==> src/rtl/cbeq_pkg.sv <==
package cbeq_pkg;
  localparam int PC_W   = 16;
  localparam int BYTE_W = 8;
  localparam int CNT_W  = 3;

  typedef logic [PC_W-1:0]   addr_t;
  typedef logic [BYTE_W-1:0] byte_t;

  localparam byte_t PREFIX = 8'h9E;

  typedef enum logic [2:0] {
    M_DIR, M_IMMA, M_IMMX, M_IX1P, M_IXP, M_SP1, M_BAD
  } mode_e;

  typedef enum logic [1:0] {PH_ARG, PH_MEM, PH_REL, PH_WAIT} phase_e;

  function automatic mode_e classify(input logic [2*BYTE_W-1:0] op);
    mode_e r;
    r = M_BAD;
    if (op[2*BYTE_W-1:BYTE_W] == 8'h00) begin
      case (op[BYTE_W-1:0])
        8'h31:   r = M_DIR;
        8'h41:   r = M_IMMA;
        8'h51:   r = M_IMMX;
        8'h61:   r = M_IX1P;
        8'h71:   r = M_IXP;
        default: r = M_BAD;
      endcase
    end else if (op[2*BYTE_W-1:BYTE_W] == PREFIX && op[BYTE_W-1:0] == 8'h61) begin
      r = M_SP1;
    end
    return r;
  endfunction

  function automatic logic [CNT_W-1:0] ins_len(input mode_e m);
    case (m)
      M_IXP:   return 3'd2;
      M_SP1:   return 3'd4;
      M_BAD:   return 3'd1;
      default: return 3'd3;
    endcase
  endfunction

  function automatic logic [CNT_W-1:0] ins_cycles(input mode_e m);
    case (m)
      M_DIR, M_IX1P:         return 3'd5;
      M_IMMA, M_IMMX, M_IXP: return 3'd4;
      M_SP1:                 return 3'd6;
      default:               return 3'd1;
    endcase
  endfunction

  function automatic logic post_inc(input mode_e m);
    return (m == M_IX1P) || (m == M_IXP);
  endfunction

  function automatic logic is_imm(input mode_e m);
    return (m == M_IMMA) || (m == M_IMMX);
  endfunction

  function automatic addr_t sext8(input byte_t b);
    return {{(PC_W-BYTE_W){b[BYTE_W-1]}}, b};
  endfunction

  function automatic addr_t zext8(input byte_t b);
    return {{(PC_W-BYTE_W){1'b0}}, b};
  endfunction

  function automatic addr_t branch_target(input addr_t p, input logic [CNT_W-1:0] len,
                                          input byte_t rel, input logic take);
    addr_t fall;
    fall = p + addr_t'(len);
    return take ? fall + sext8(rel) : fall;
  endfunction
endpackage

==> src/rtl/cbeq_decode.sv <==
module cbeq_decode
  import cbeq_pkg::*;
(
  input  logic [2*BYTE_W-1:0] op,
  output mode_e               mode,
  output logic                bad,
  output logic [CNT_W-1:0]    ncyc
);
  always_comb begin
    mode = classify(op);
    bad  = (mode == M_BAD);
    ncyc = ins_cycles(mode);
  end
endmodule

==> src/rtl/cbeq_seq.sv <==
module cbeq_seq
  import cbeq_pkg::*;
(
  input  logic             clk,
  input  logic             rst_n,
  input  logic             launch,
  input  mode_e            mode_i,
  input  logic [CNT_W-1:0] ncyc_i,
  input  addr_t            pc_i,
  input  addr_t            hx_i,
  input  addr_t            sp_i,
  input  byte_t            acc_i,
  input  byte_t            mem_rdata,
  output addr_t            mem_addr,
  output logic             mem_rd,
  output logic             busy,
  output logic             last,
  output mode_e            mode_q,
  output addr_t            pc_q,
  output addr_t            hx_q,
  output byte_t            acc_q,
  output byte_t            opnd_q,
  output byte_t            rel_q
);
  phase_e           phase_q;
  logic [CNT_W-1:0] cnt_q, ncyc_q;
  addr_t            sp_q;
  byte_t            arg_q;
  logic             reads_done;

  assign reads_done = (phase_q == PH_WAIT);
  assign last       = busy && (cnt_q == ncyc_q);
  assign mem_rd     = busy && !reads_done;

  always_comb begin
    mem_addr = pc_q;
    case (phase_q)
      PH_ARG: mem_addr = pc_q + ((mode_q == M_SP1) ? addr_t'(2) : addr_t'(1));
      PH_MEM: begin
        case (mode_q)
          M_DIR:   mem_addr = zext8(arg_q);
          M_IX1P:  mem_addr = hx_q + zext8(arg_q);
          M_SP1:   mem_addr = sp_q + zext8(arg_q);
          default: mem_addr = hx_q;
        endcase
      end
      PH_REL:  mem_addr = pc_q + addr_t'(ins_len(mode_q)) - addr_t'(1);
      default: mem_addr = pc_q;
    endcase
  end

  always_ff @(posedge clk) begin
    if (!rst_n) begin
      busy    <= 1'b0;
      phase_q <= PH_WAIT;
      cnt_q   <= '0;
      ncyc_q  <= '0;
      mode_q  <= M_BAD;
      pc_q    <= '0;
      hx_q    <= '0;
      sp_q    <= '0;
      acc_q   <= '0;
      arg_q   <= '0;
      opnd_q  <= '0;
      rel_q   <= '0;
    end else if (launch) begin
      busy    <= 1'b1;
      cnt_q   <= 3'd2;
      ncyc_q  <= ncyc_i;
      mode_q  <= mode_i;
      pc_q    <= pc_i;
      hx_q    <= hx_i;
      sp_q    <= sp_i;
      acc_q   <= acc_i;
      phase_q <= (mode_i == M_IXP) ? PH_MEM : PH_ARG;
    end else if (busy) begin
      cnt_q <= cnt_q + 3'd1;
      if (last) busy <= 1'b0;
      case (phase_q)
        PH_ARG: begin
          arg_q <= mem_rdata;
          if (is_imm(mode_q)) begin
            opnd_q  <= mem_rdata;
            phase_q <= PH_REL;
          end else begin
            phase_q <= PH_MEM;
          end
        end
        PH_MEM: begin
          opnd_q  <= mem_rdata;
          phase_q <= PH_REL;
        end
        PH_REL: begin
          rel_q   <= mem_rdata;
          phase_q <= PH_WAIT;
        end
        default: phase_q <= PH_WAIT;
      endcase
    end
  end

  // the cycle counter never ends an instruction before its reads are finished
  assert_reads_before_done_R3: assert property (@(posedge clk) disable iff (!rst_n)
    last |-> reads_done);
  // the done pulse lasts exactly one cycle
  assert_done_pulse_R10: assert property (@(posedge clk) disable iff (!rst_n)
    last |=> !last && !busy);
  // reads only while an instruction is in progress
  assert_rd_busy_R11: assert property (@(posedge clk) disable iff (!rst_n)
    mem_rd |-> busy && !last);
endmodule

==> src/rtl/cbeq_resolve.sv <==
module cbeq_resolve
  import cbeq_pkg::*;
(
  input  logic  finish,
  input  mode_e mode_q,
  input  addr_t pc_q,
  input  addr_t hx_q,
  input  byte_t acc_q,
  input  byte_t opnd_q,
  input  byte_t rel_q,
  output logic  taken,
  output addr_t next_pc,
  output addr_t hx_next,
  output logic  hx_we
);
  byte_t cmp_reg;
  byte_t diff;
  logic  equal;

  always_comb begin
    cmp_reg = (mode_q == M_IMMX) ? hx_q[BYTE_W-1:0] : acc_q;
    diff    = cmp_reg - opnd_q;
    equal   = (diff == '0);
    taken   = finish && equal;
    next_pc = branch_target(pc_q, ins_len(mode_q), rel_q, equal);
    hx_we   = finish && post_inc(mode_q);
    hx_next = post_inc(mode_q) ? hx_q + addr_t'(1) : hx_q;
  end
endmodule

==> src/rtl/cbeq_unit.sv <==
module cbeq_unit
  import cbeq_pkg::*;
(
  input  logic        clk,
  input  logic        rst_n,
  input  logic        start,
  input  logic [15:0] opcode,
  input  logic [7:0]  acc,
  input  logic [15:0] hx,
  input  logic [15:0] sp,
  input  logic [15:0] pc,
  output logic [15:0] mem_addr,
  output logic        mem_rd,
  input  logic [7:0]  mem_rdata,
  output logic        busy,
  output logic        done,
  output logic        illegal,
  output logic        taken,
  output logic [15:0] next_pc,
  output logic [15:0] hx_next,
  output logic        hx_we
);
  mode_e            dec_mode, mode_q;
  logic             dec_bad;
  logic [CNT_W-1:0] dec_ncyc;
  logic             accept, launch, reject;
  addr_t            pc_q, hx_q;
  byte_t            acc_q, opnd_q, rel_q;

  cbeq_decode u_decode (
    .op   (opcode),
    .mode (dec_mode),
    .bad  (dec_bad),
    .ncyc (dec_ncyc)
  );

  assign accept = start && !busy;
  assign launch = accept && !dec_bad;
  assign reject = accept && dec_bad;

  always_ff @(posedge clk) begin
    if (!rst_n) illegal <= 1'b0;
    else        illegal <= reject;
  end

  cbeq_seq u_seq (
    .clk       (clk),
    .rst_n     (rst_n),
    .launch    (launch),
    .mode_i    (dec_mode),
    .ncyc_i    (dec_ncyc),
    .pc_i      (pc),
    .hx_i      (hx),
    .sp_i      (sp),
    .acc_i     (acc),
    .mem_rdata (mem_rdata),
    .mem_addr  (mem_addr),
    .mem_rd    (mem_rd),
    .busy      (busy),
    .last      (done),
    .mode_q    (mode_q),
    .pc_q      (pc_q),
    .hx_q      (hx_q),
    .acc_q     (acc_q),
    .opnd_q    (opnd_q),
    .rel_q     (rel_q)
  );

  cbeq_resolve u_resolve (
    .finish  (done),
    .mode_q  (mode_q),
    .pc_q    (pc_q),
    .hx_q    (hx_q),
    .acc_q   (acc_q),
    .opnd_q  (opnd_q),
    .rel_q   (rel_q),
    .taken   (taken),
    .next_pc (next_pc),
    .hx_next (hx_next),
    .hx_we   (hx_we)
  );

  // an illegal opcode never starts an instruction
  assert_illegal_idle_R2: assert property (@(posedge clk) disable iff (!rst_n)
    illegal |-> !busy && !mem_rd && !done);
  // the index write happens only in the done cycle
  assert_hxwe_done_R8: assert property (@(posedge clk) disable iff (!rst_n)
    hx_we |-> done);
  // a start during an instruction cannot end or restart it early
  assert_hold_busy_R9: assert property (@(posedge clk) disable iff (!rst_n)
    busy && !done |=> busy);
  // an instruction only begins when start was sampled
  assert_begin_start_R9: assert property (@(posedge clk) disable iff (!rst_n)
    $rose(busy) |-> $past(start));
endmodule

==> config.mk <==
export PLATFORM = sky130hd
export DESIGN_NAME = cbeq_unit
export DESIGN_NICKNAME = d
export VERILOG_FILES = /design/src/rtl/cbeq_pkg.sv /design/src/rtl/cbeq_decode.sv /design/src/rtl/cbeq_seq.sv /design/src/rtl/cbeq_resolve.sv /design/src/rtl/cbeq_unit.sv
export SDC_FILE = /design/constraint.sdc
export NUM_CORES = 1
export LEC_CHECK = 0
export BUFFER_PORTS_ARGS = -buffer_cell sky130_fd_sc_hd__buf_2
export CORE_MARGIN = 1.5
export CORE_UTILIZATION = 40
export CTS_CLUSTER_SIZE = 25
export DETAILED_ROUTE_END_ITERATION = 7
export SYNTH_ARGS = -nofsm -noshare
export SYNTH_HDL_FRONTEND = slang
export SYNTH_HIERARCHICAL = 1
export SYNTH_SLANG_ARGS = --single-unit
==> constraint.sdc <==
create_clock -name clk -period 5.74 [get_ports clk]
set_clock_uncertainty 0.15 [all_clocks]
set_input_delay 1.435 -clock clk [delete_from_list [all_inputs] [get_ports clk]]
set_output_delay 1.435 -clock clk [all_outputs]
set_load 0.01 [all_outputs]
==> key figures, run 1 <==
Clock tree
  • CTS tree: built
  • Cts hold-fix bufs: 0
  • CTS H-tree lvls: 3
  • Root buffer cell: clkbuf_16
  • Max Root-Sink Buffers: 2
  • CTS buffer count: 9
  • Clock sink count: 93
  • CTS clk-pin slew, worst paths: 0.07 ns
  • Clock Latency Late Sink: 0.35 ns

Floorplan
  • Die height: 150 µm
  • Row count: 53
  • Starting Density: 0.409
  • Die area: 22500 µm²
  • Num ports: 137
  • Core Region: about 21000 µm²
  • Die X: 150 µm

Logic synthesis
  • Register bit total from synthesis: 93
  • Synth top cells by count: nand2_1, dfxtp_1, mux2i_1
  • Synth Area in Compound Gates: 0.191
  • Post-Synth Adder-Cell Area: 0.113
  • Synth top area cells: dfxtp_1, ha_1, mux2i_1
  • Xor/xnor share of the synthesized area: 0.0894
  • EDFF count, synth: 0
  • Avg Cell Area, Syn: 8.02 µm²
  • Post-synth top area share: 0.216
  • Most frequent cell after synthesis: nand2_1
  • Mux cell area share after synthesis: 0.113
  • Synth unique cells: 88
  • Syn nets: between 1000 and 1500
  • Syn Std Cell Area: 8620 µm²
  • Cells after Synth: 1076
  • Post-synth ARST share: 0
  • Largest family of logic cells by synthesized area: simple AND/OR/NAND/NOR gates
  • Synth area leader: dfxtp_1
  • Sequential area share after synthesis: 0.216
  • Yosys warning count: 6
  • Synth Area in Simple Gates: 0.231
  • Most used DFF post-synth: dfxtp_1

Power
  • Flop pwr share: 0.491
  • Int Power: 1.03 mW
  • Clock share of power: 0.467
  • Worst-case vdd ir drop: 0.125 mV
  • Power density over the cells: around 130 nW/µm²
  • Sw Ratio: 0.219
  • Combinational share of power: 0.043
  • Net Switching: 0.288 mW
  • Cell leakage power: ~4.2 nW

Finish
  • # fillers: approximately 2200
  • ANT cells: 0
  • Final std cells w/o fill: 1491
  • Ratio of cells with drive above 1 in the final layout: 0.207
  • Nets@finish: 1368
  • Fin util: 0.480
  • Synth-to-Final Area Change: 17.4%

Placed design
  • Port Buffers: 136
  • Placed wire-length estimate: 19600 µm
  • Placed insts: 1473
  • Setup WS pre-CTS: 0.392 ns
  • Gpl congestion: 0.943

Timing
  • Final Setup Violations: 0
  • Worst-Margin Slew: 0.802 ns
  • RSZ-0062 raised after global routing: false
  • Slew Limit Fails: 0
  • Hold Vio Cnt, Final: 0
  • Tcrit/Tclk final: 0.956
  • Setup TNS: 0 ns
  • Minimum hold slack: 0.311 ns
  • Period minus WS final: 5.48 ns
  • Post-route setup slack: 0.255 ns
  • Rel. slew slack: 0.464
  • Fmax: 182 MHz

Critical path
  • Slowest CP cell: or4_1
  • CP max stage delay: 0.52 ns
  • CP max FO: 27
  • Cell breakdown of the critical path: buf_4, nor3b_4, buf_4, mux2_2, ha_1, o21ai_0, a21oi_1, o21a_1, or4_1, a211oi_4, buf_12, mux2_2, buf_2
  • CP Buf/Inv Count: 4
  • Worst Setup End Kind: primary output
  • Crit path max-delay family: compound AO/OA/AOI/OAI gates
  • Crit Path Category: reg -> out
  • CP required: 4.16 ns
  • Startpoint Class: flip-flop
  • Worst path arrival time: 3.90 ns

Global route
  • Initial antenna violation count: 0
  • Vias in the first global route: 7360
  • Largest net degree at the start of global routing: 50
  • Global-route usage over all layers: 0.226
  • Total gr overflow: 0
  • First-pass GRT wire length: just under 40000 µm

Route
  • Vias/cell: 5.45
  • Pre-antenna DRT Iters: 5
  • Vias: 8120
  • Wire per inst: between 15 and 20 µm
  • Final WL: 25500 µm
  • DR iter-0 viols: 498
  • Drt drc: 0
  • Routed Antenna Nets: 0

Min path
  • Worst hold path class: reg -> reg

Outcome
  • Status: finished, final reports clean

Run
  • Max-Cap Viols: 0
-- worst reg2reg max path: stages (launching register included) --
cell and delay, ns:
dfxtp_1 0.84, inv_2 0.27, nand2_1 0.18, and3_1 0.55
mux2i_1 0.25, nor2b_1 0.06
-- repair_timing --
action,4_1_cts,5_1_grt
setup endpoints to repair,0,19
setup buffers,0,2
gates resized for setup,0,26
-- cell families (layout without fill, tap and decap cells) --
logic type               count (synthesis)  in the layout
adder cells (fa/ha/maj)                 75             75
multiplexers                            93             93
flip-flops                              93             93
AO/OA/AOI/OAI                          233            233
AND/OR/NAND/NOR                        398            398
XOR/XNOR                                88             88
buffers and inverters                   96            236
-- stage by stage --
stage | area [µm²] | total power, mW
detailed placement | 9680 | 0.717
finish | 10100 | 1.32
global placement | 9680 | 0.717
global route | 10100 | 1.36
floorplan | 8620 | 0.679
CTS | 9980 | 1.33
-- area by class of cell --
class | count | area, µm² | share of cell area
Clock buffer | 11 | 243 | 0.0240
Clock inverter | 5 | 57.6 | 0.00568
Inverter | 54 | 210 | 0.0208
Multi-Input combinational cell | 887 | 6490 | 0.641
Sequential cell | 93 | 1860 | 0.184
Tap cell | 275 | 344 | 0.0340
Timing Repair Buffer | 166 | 918 | 0.0907
-- cells in the final DEF, fill, tap and decap left out, types with 15 or more instances in the layout --
master / n
buf_4: 29
mux2i_1: 76
nor2_1: 69
a21boi_1: 17
nand2_1: 131
ha_1: 66
nand3_1: 29
xnor2_1: 58
o21ai_0: 31
dfxtp_1: 91
buf_2: 136
nor2b_1: 74
mux2_2: 15
a21oi_1: 50
inv_1: 48
xor2_1: 26
-- flip-flops by register name (all words and copies together), names as in the netlist --
name           cells
u_seq/acc_q        8
u_seq/busy         1
u_seq/hx_q        16
u_seq/cnt_q        3
u_seq/opnd_q       8
illegal            1
u_seq/phase_q      2
u_seq/pc_q        16
u_seq/sp_q        16
u_seq/arg_q        8
u_seq/mode_q       3
u_seq/rel_q        8
u_seq/ncyc_q       3
-- worst paths after layout --
check | cells past startpoint | slack, ns | to | from
min reg2reg | 2 | 0.31 | u_seq/rel_q[3]$_SDFFE_PN0P_ | u_seq/rel_q[3]$_SDFFE_PN0P_
max | 13 | 0.26 | next_pc[13] | u_seq/mode_q[2]$_SDFFE_PN1P_
max reg2reg | 5 | 3.34 | u_seq/opnd_q[2]$_SDFFE_PN0P_ | u_seq/phase_q[0]$_SDFFE_PN1P_
min | 2 | 0.31 | u_seq/rel_q[3]$_SDFFE_PN0P_ | u_seq/rel_q[3]$_SDFFE_PN0P_
-- power groups by stage --
stage               Sequential, mW  Clock (mW)  Combinational (mW)
global route                 0.645       0.655              0.0615
floorplan                    0.660           0              0.0189
finish                       0.645       0.614              0.0563
CTS                          0.645       0.628              0.0572
detailed placement           0.660           0              0.0570
global placement             0.660           0              0.0569
-- metal layers --
layer | up-vias | wire length (µm) | share of wire | GRT usage
met5 | - | 0 | 0 | 0
met4 | 0 | 416 | 0.016 | 0.0593
met3 | 25 | 1630 | 0.064 | 0.0409
met2 | 266 | 11600 | 0.45 | 0.363
met1 | 3747 | 11900 | 0.47 | 0.310
li1 | 4082 | - | - | -
(Power assumes the default switching activity.)
==> run 2: changes to the inputs <==
--- a/config.mk
+++ b/config.mk
@@ -8,8 +8,10 @@
 export BUFFER_PORTS_ARGS = -buffer_cell sky130_fd_sc_hd__buf_2
 export CORE_MARGIN = 1.5
 export CORE_UTILIZATION = 40
+export CTS_CLUSTER_DIAMETER = 200
 export CTS_CLUSTER_SIZE = 25
 export DETAILED_ROUTE_END_ITERATION = 7
+export SETUP_SLACK_MARGIN = 0.4
 export SYNTH_ARGS = -nofsm -noshare
 export SYNTH_HDL_FRONTEND = slang
 export SYNTH_HIERARCHICAL = 1
==> run 2 against run 1 <==
Effect of this change: sequential share of layout area fell by 1.2 points; routed wire length grew 5.8%; critical endpoint is now next_pc[10]; combinational power grew 0.7%.
==> key figures, run 2 (synthesis gave the netlist of run 1 again) <==
Timing
  • Post-route setup slack: 0.389 ns
  • Hold Vio Cnt, Final: 0
  • Fmax: 187 MHz
  • Worst-Margin Slew: approximately 0.80 ns
  • Tcrit/Tclk final: 0.932
  • Final Setup Violations: 0
  • Period minus WS final: 5.35 ns
  • Slew Limit Fails: 0
  • RSZ-0062 raised after global routing: true
  • Rel. slew slack: 0.464
  • Setup TNS: 0 ns

Global route
  • Vias in the first global route: about 7600
  • First-pass GRT wire length: 40700 µm
  • Total gr overflow: 0
  • Global-route usage over all layers: 0.232
  • Initial antenna violation count: 0
  • Largest net degree at the start of global routing: 50

Clock tree
  • CTS buffer count: 9
  • CTS clk-pin slew, worst paths: 0.07 ns
  • Max Root-Sink Buffers: 2
  • CTS tree: built
  • Root buffer cell: clkbuf_16
  • Clock sink count: 93
  • Clock Latency Late Sink: around 0.35 ns
  • Cts hold-fix bufs: 0
  • CTS H-tree lvls: 3

Finish
  • Regs by FF count: u_seq/hx_q x16, u_seq/pc_q x16, u_seq/sp_q x16
  • Ratio of cells with drive above 1 in the final layout: 0.273
  • Final std cells w/o fill: about 1500
  • Area of the multi-input gates: roughly 7000 µm²
  • Fin util: 0.515
  • # fillers: slightly above 2000
  • Reg area: 1870 µm²
  • Most frequent cells in the layout: buf_2, nand2_1, dfxtp_1
  • ANT cells: 0
  • Nets@finish: 1402
  • Synth-to-Final Area Change: 26.0%
  • Commonest non-fill, non-tap cell in the layout: buf_2
  • Post-route cell area: 10900 µm²

Placed design
  • Port Buffers: 136
  • Placed insts: 1473
  • Placed Area: just under 10000 µm²
  • Setup WS pre-CTS: 0.392 ns
  • Gpl congestion: 0.943
  • Placed wire-length estimate: around 20000 µm

Floorplan
  • Core Region: around 21000 µm²
  • Die X: 150 µm
  • Num ports: 137
  • Starting Density: 0.409
  • Die area: 22500 µm²
  • Die height: approximately 150 µm
  • Row count: 53

Power
  • Cell leakage power: 4.44 nW
  • Worst-case vdd ir drop: 0.128 mV
  • Power density over the cells: 121 nW/µm²

Critical path
  • Worst path arrival time: 3.77 ns
  • Crit Path Category: reg -> out
  • Worst Setup End Kind: primary output
  • CP required: 4.16 ns
  • CP max FO: 7
  • Startpoint Class: flip-flop

Min path
  • Worst hold path class: reg -> reg

Route
  • DR iter-0 viols: 602
  • Vias/cell: 5.48
  • Wire per inst: about 18 µm
  • Final WL: roughly 27000 µm
  • Vias: 8351
  • Routed Antenna Nets: 0
  • Drt drc: 0
  • Pre-antenna DRT Iters: 5

Run
  • Max-Cap Viols: 0

Outcome
  • Status: finished, final reports clean
run 2: changes by cell type in the layout (fill, tap and decap cells not counted), sizes merged:
| cell | delta |
|---|---|
| clkbuf | +1 |
| buf | +33 |
run 2: where the power goes:
group          total, mW  internal, mW  switching, mW
clock              0.615         0.351          0.264
combinational     0.0567        0.0318         0.0249
sequential         0.644         0.644       0.000163
total               1.32          1.03          0.289
run 2: layout make-up:
type,count,area share
multi-input combinational,887,0.629
sequential,93,0.172
timing repair buffer,200,0.120
tap,275,0.0317
clock buffer,11,0.0223
inverter,54,0.0193
clock inverter,5,0.00530
run 2: worst paths after layout:
check | depth (start not counted) | slack [ns] | start | endpoint
setup / recovery | 17 | 0.39 | u_seq/mode_q[2]$_SDFFE_PN1P_ | next_pc[10]
hold / removal | 2 | 0.31 | u_seq/rel_q[3]$_SDFFE_PN0P_ | u_seq/rel_q[3]$_SDFFE_PN0P_
setup reg to reg | 5 | 3.33 | u_seq/phase_q[0]$_SDFFE_PN1P_ | u_seq/opnd_q[3]$_SDFFE_PN0P_
hold reg to reg | 2 | 0.31 | u_seq/rel_q[3]$_SDFFE_PN0P_ | u_seq/rel_q[3]$_SDFFE_PN0P_
run 2: worst max-delay path, stage by stage, from the launching register on:
cell      delay [ns]
dfxtp_4         0.36
buf_6           0.13
nor3b_4         0.19
buf_6           0.16
buf_4           0.11
mux2_2          0.34
ha_2            0.20
a21oi_2         0.15
xor2_1          0.21
xnor2_1         0.10
or4_4           0.43
a211oi_4        0.34
buf_4           0.17
buf_6           0.12
buf_16          0.13
nor2_1          0.05
a21oi_2         0.09
buf_2           0.13
run 2: timing repair:
action | 4_1_cts | 5_1_grt
resized for setup | 45 | 76
buffers inserted | 10 | 24
setup endpoints to repair | 26 | 26
hold endpoints to repair | 0 | 0
cloned | 1 | 1
pin swaps | 19 | 35
run 2: metrics by stage:
step	hold WS (ns)	power, mW
floorplan	0.289	0.679
global placement	0.302	0.717
detailed placement	0.303	0.717
CTS	0.314	1.33
global route	0.328	1.36
finish	0.309	1.32
run 2: per-layer routing:
metal / part of all wire / global-route usage
met1: 0.46 / 0.316
met4: 0.016 / 0.0613
met2: 0.47 / 0.377
met3: 0.056 / 0.0378
met5: 0 / 0
==> run 3: changes to the inputs <==
--- a/config.mk
+++ b/config.mk
@@ -6,11 +6,13 @@
 export NUM_CORES = 1
 export LEC_CHECK = 0
 export BUFFER_PORTS_ARGS = -buffer_cell sky130_fd_sc_hd__buf_2
+export CORE_ASPECT_RATIO = 1.25
 export CORE_MARGIN = 1.5
 export CORE_UTILIZATION = 40
 export CTS_CLUSTER_DIAMETER = 200
 export CTS_CLUSTER_SIZE = 25
 export DETAILED_ROUTE_END_ITERATION = 7
+export REMOVE_ABC_BUFFERS = 1
 export SETUP_SLACK_MARGIN = 0.4
 export SYNTH_ARGS = -nofsm -noshare
 export SYNTH_HDL_FRONTEND = slang
==> run 3 against run 2 <==
Effect of this change: worst hold slack gained 0.0045 ns; final cell count grew 0.85%; sequential cell count stayed put; first-iteration DRC count is 17% lower; non-clock buffer count grew 14; highest routed layer unchanged; utilization is 1.5 points higher; via count is 1.8% higher; register-to-register slack lost 0.07 ns; critical path depth down 1; critical path type unchanged; worst setup slack worse by 0.024 ns; sequential power hardly changed.
==> key figures, run 3 (synthesis gave the netlist of run 1 again) <==
Finish
  • Fin util: 0.530
  • Synth-to-Final Area Change: 28.9%
  • Commonest non-fill, non-tap cell in the layout: buf_2
  • Most frequent cells in the layout: buf_2, nand2_1, dfxtp_1
  • Post-route cell area: 11100 µm²
  • Ratio of cells with drive above 1 in the final layout: 0.285
  • # fillers: 2065
  • Regs by FF count: u_seq/hx_q x16, u_seq/pc_q x16, u_seq/sp_q x16
  • ANT cells: 0
  • Nets@finish: 1416

Critical path
  • Worst Setup End Kind: primary output
  • CP required: between 4 and 5 ns
  • Critical path destination: next_pc[15]
  • Setup slack, reg-to-reg: 3.26 ns
  • Startpoint Class: flip-flop
  • Worst r2r dst: u_seq/opnd_q[3]$_SDFFE_PN0P_
  • Reg2Reg Launch Point: u_seq/phase_q[0]$_SDFFE_PN1P_
  • R2R cell count: 5
  • Crit Path Category: reg -> out
  • Worst path arrival time: 3.79 ns
  • Crit path launch: u_seq/mode_q[1]$_SDFFE_PN1P_
  • CP max FO: 6

Global route
  • Global-route usage over all layers: 0.237
  • Largest net degree at the start of global routing: 71
  • Initial antenna violation count: 0
  • Vias in the first global route: 8105
  • Total gr overflow: 0
  • First-pass GRT wire length: roughly 43000 µm

Route
  • Drt drc: 0
  • Vias: about 8500
  • DR iter-0 viols: 500
  • Wire per inst: 17.9 µm
  • Final WL: 27600 µm
  • Vias/cell: 5.53
  • Routed Antenna Nets: 0
  • Pre-antenna DRT Iters: 5

Clock tree
  • CTS tree: built
  • CTS buffer count: 9
  • Max Root-Sink Buffers: 2
  • CTS clk-pin slew, worst paths: 0.08 ns
  • Clock sink count: 93
  • Clock Latency Late Sink: 0.36 ns
  • Cts hold-fix bufs: 0
  • CTS H-tree lvls: 3
  • Root buffer cell: clkbuf_16

Placed design
  • Port Buffers: 136
  • Placed Area: just under 10000 µm²
  • Gpl congestion: 0.922
  • Placed wire-length estimate: 19700 µm

Timing
  • Minimum hold slack: 0.314 ns
  • Worst-Margin Slew: 0.917 ns
  • Final Setup Violations: 0
  • RSZ-0062 raised after global routing: true
  • Rel. slew slack: 0.389
  • Period minus WS final: roughly 5.4 ns
  • Slew Limit Fails: 0
  • Fmax: 186 MHz
  • Hold Vio Cnt, Final: 0
  • Tcrit/Tclk final: 0.936

Outcome
  • Status: finished, final reports clean

Floorplan
  • Die X: 134 µm
  • Starting Density: 0.411
  • Num ports: 137
  • Die area: approximately 22000 µm²
  • Row count: 59
  • Die height: approximately 170 µm
  • Core Region: between 20000 and 25000 µm²

Power
  • Cell leakage power: 4.53 nW
  • Worst-case vdd ir drop: 0.125 mV
  • Power density over the cells: ~120 nW/µm²

Min path
  • Worst hold path class: reg -> reg

Run
  • Max-Cap Viols: 0
## run 3: cell count changes in the layout (fill, tap and decap cells not counted), sizes merged
cell,change
clkinvlp,+1
inv,+2
clkinv,-1
buf,+14
clkbuf,-2
## run 3: worst max-delay path, stage by stage, from the launching register on
cell and delay (ns):
dfxtp_4 0.39, nand2b_4 0.15, ha_4 0.14, inv_2 0.04
fa_2 0.36, inv_2 0.06, a21o_4 0.14, nand3_1 0.12
xnor2_2 0.31, ha_4 0.28, a21o_1 0.21, a21oi_2 0.16
nand3b_1 0.17, or4b_4 0.52, nand4_1 0.12, xnor2_1 0.12
buf_2 0.14
## run 3: how the worst min path moves through the flow
stage | from | to | slack (ns) | depth (start not counted)
2_1_floorplan | u_seq/rel_q[0]$_SDFFE_PN0P_ | u_seq/rel_q[0]$_SDFFE_PN0P_ | 0.29 | 2
3_3_place_gp | u_seq/rel_q[3]$_SDFFE_PN0P_ | u_seq/rel_q[3]$_SDFFE_PN0P_ | 0.30 | 2
3_5_place_dp | u_seq/rel_q[4]$_SDFFE_PN0P_ | u_seq/rel_q[4]$_SDFFE_PN0P_ | 0.30 | 2
4_1_cts | u_seq/rel_q[0]$_SDFFE_PN0P_ | u_seq/rel_q[0]$_SDFFE_PN0P_ | 0.32 | 2
5_1_grt | u_seq/rel_q[0]$_SDFFE_PN0P_ | u_seq/rel_q[0]$_SDFFE_PN0P_ | 0.35 | 2
6_report | u_seq/rel_q[0]$_SDFFE_PN0P_ | u_seq/rel_q[0]$_SDFFE_PN0P_ | 0.31 | 2
## run 3: what timing repair did
item	4_1_cts	5_1_grt
hold endpoints to repair	0	0
endpoints found under the setup margin	28	25
gates resized for setup	63	74
setup buffers	25	19
gates cloned	2	1
pin swaps	16	22
## run 3: layout make-up
cell class	count	area [µm²]	share of cell area
tap	274	343	0.0308
timing repair buffer	214	1450	0.130
inverter	54	210	0.0189
clock buffer	9	225	0.0203
sequential	93	1870	0.168
multi-input combinational	887	6930	0.623
clock inverter	7	93.8	0.00844
## run 3: layer usage
metal,up-vias,track usage,routed length [µm]
met4,0,0.0884,820
met2,259,0.418,13800
met1,4020,0.293,11700
li1,4164,-,-
met5,-,0,0
met3,59,0.0291,1250
## run 3: metrics by stage
stage	TNS, ns	total power [mW]	std cells	worst slack (ns)
2_1_floorplan	-388.52	0.674	1034	-4.75
3_3_place_gp	0	0.716	1475	0.414
3_5_place_dp	0	0.716	1475	0.323
4_1_cts	0	1.37	1518	0.379
5_1_grt	0	1.39	1538	0.197
6_report	0	1.35	1538	0.365
## run 3: power breakdown
group	internal [mW]	total (mW)	switching (mW)
clock network	0.350	0.651	0.301
logic	0.0317	0.0552	0.0235
registers	0.643	0.644	0.000139
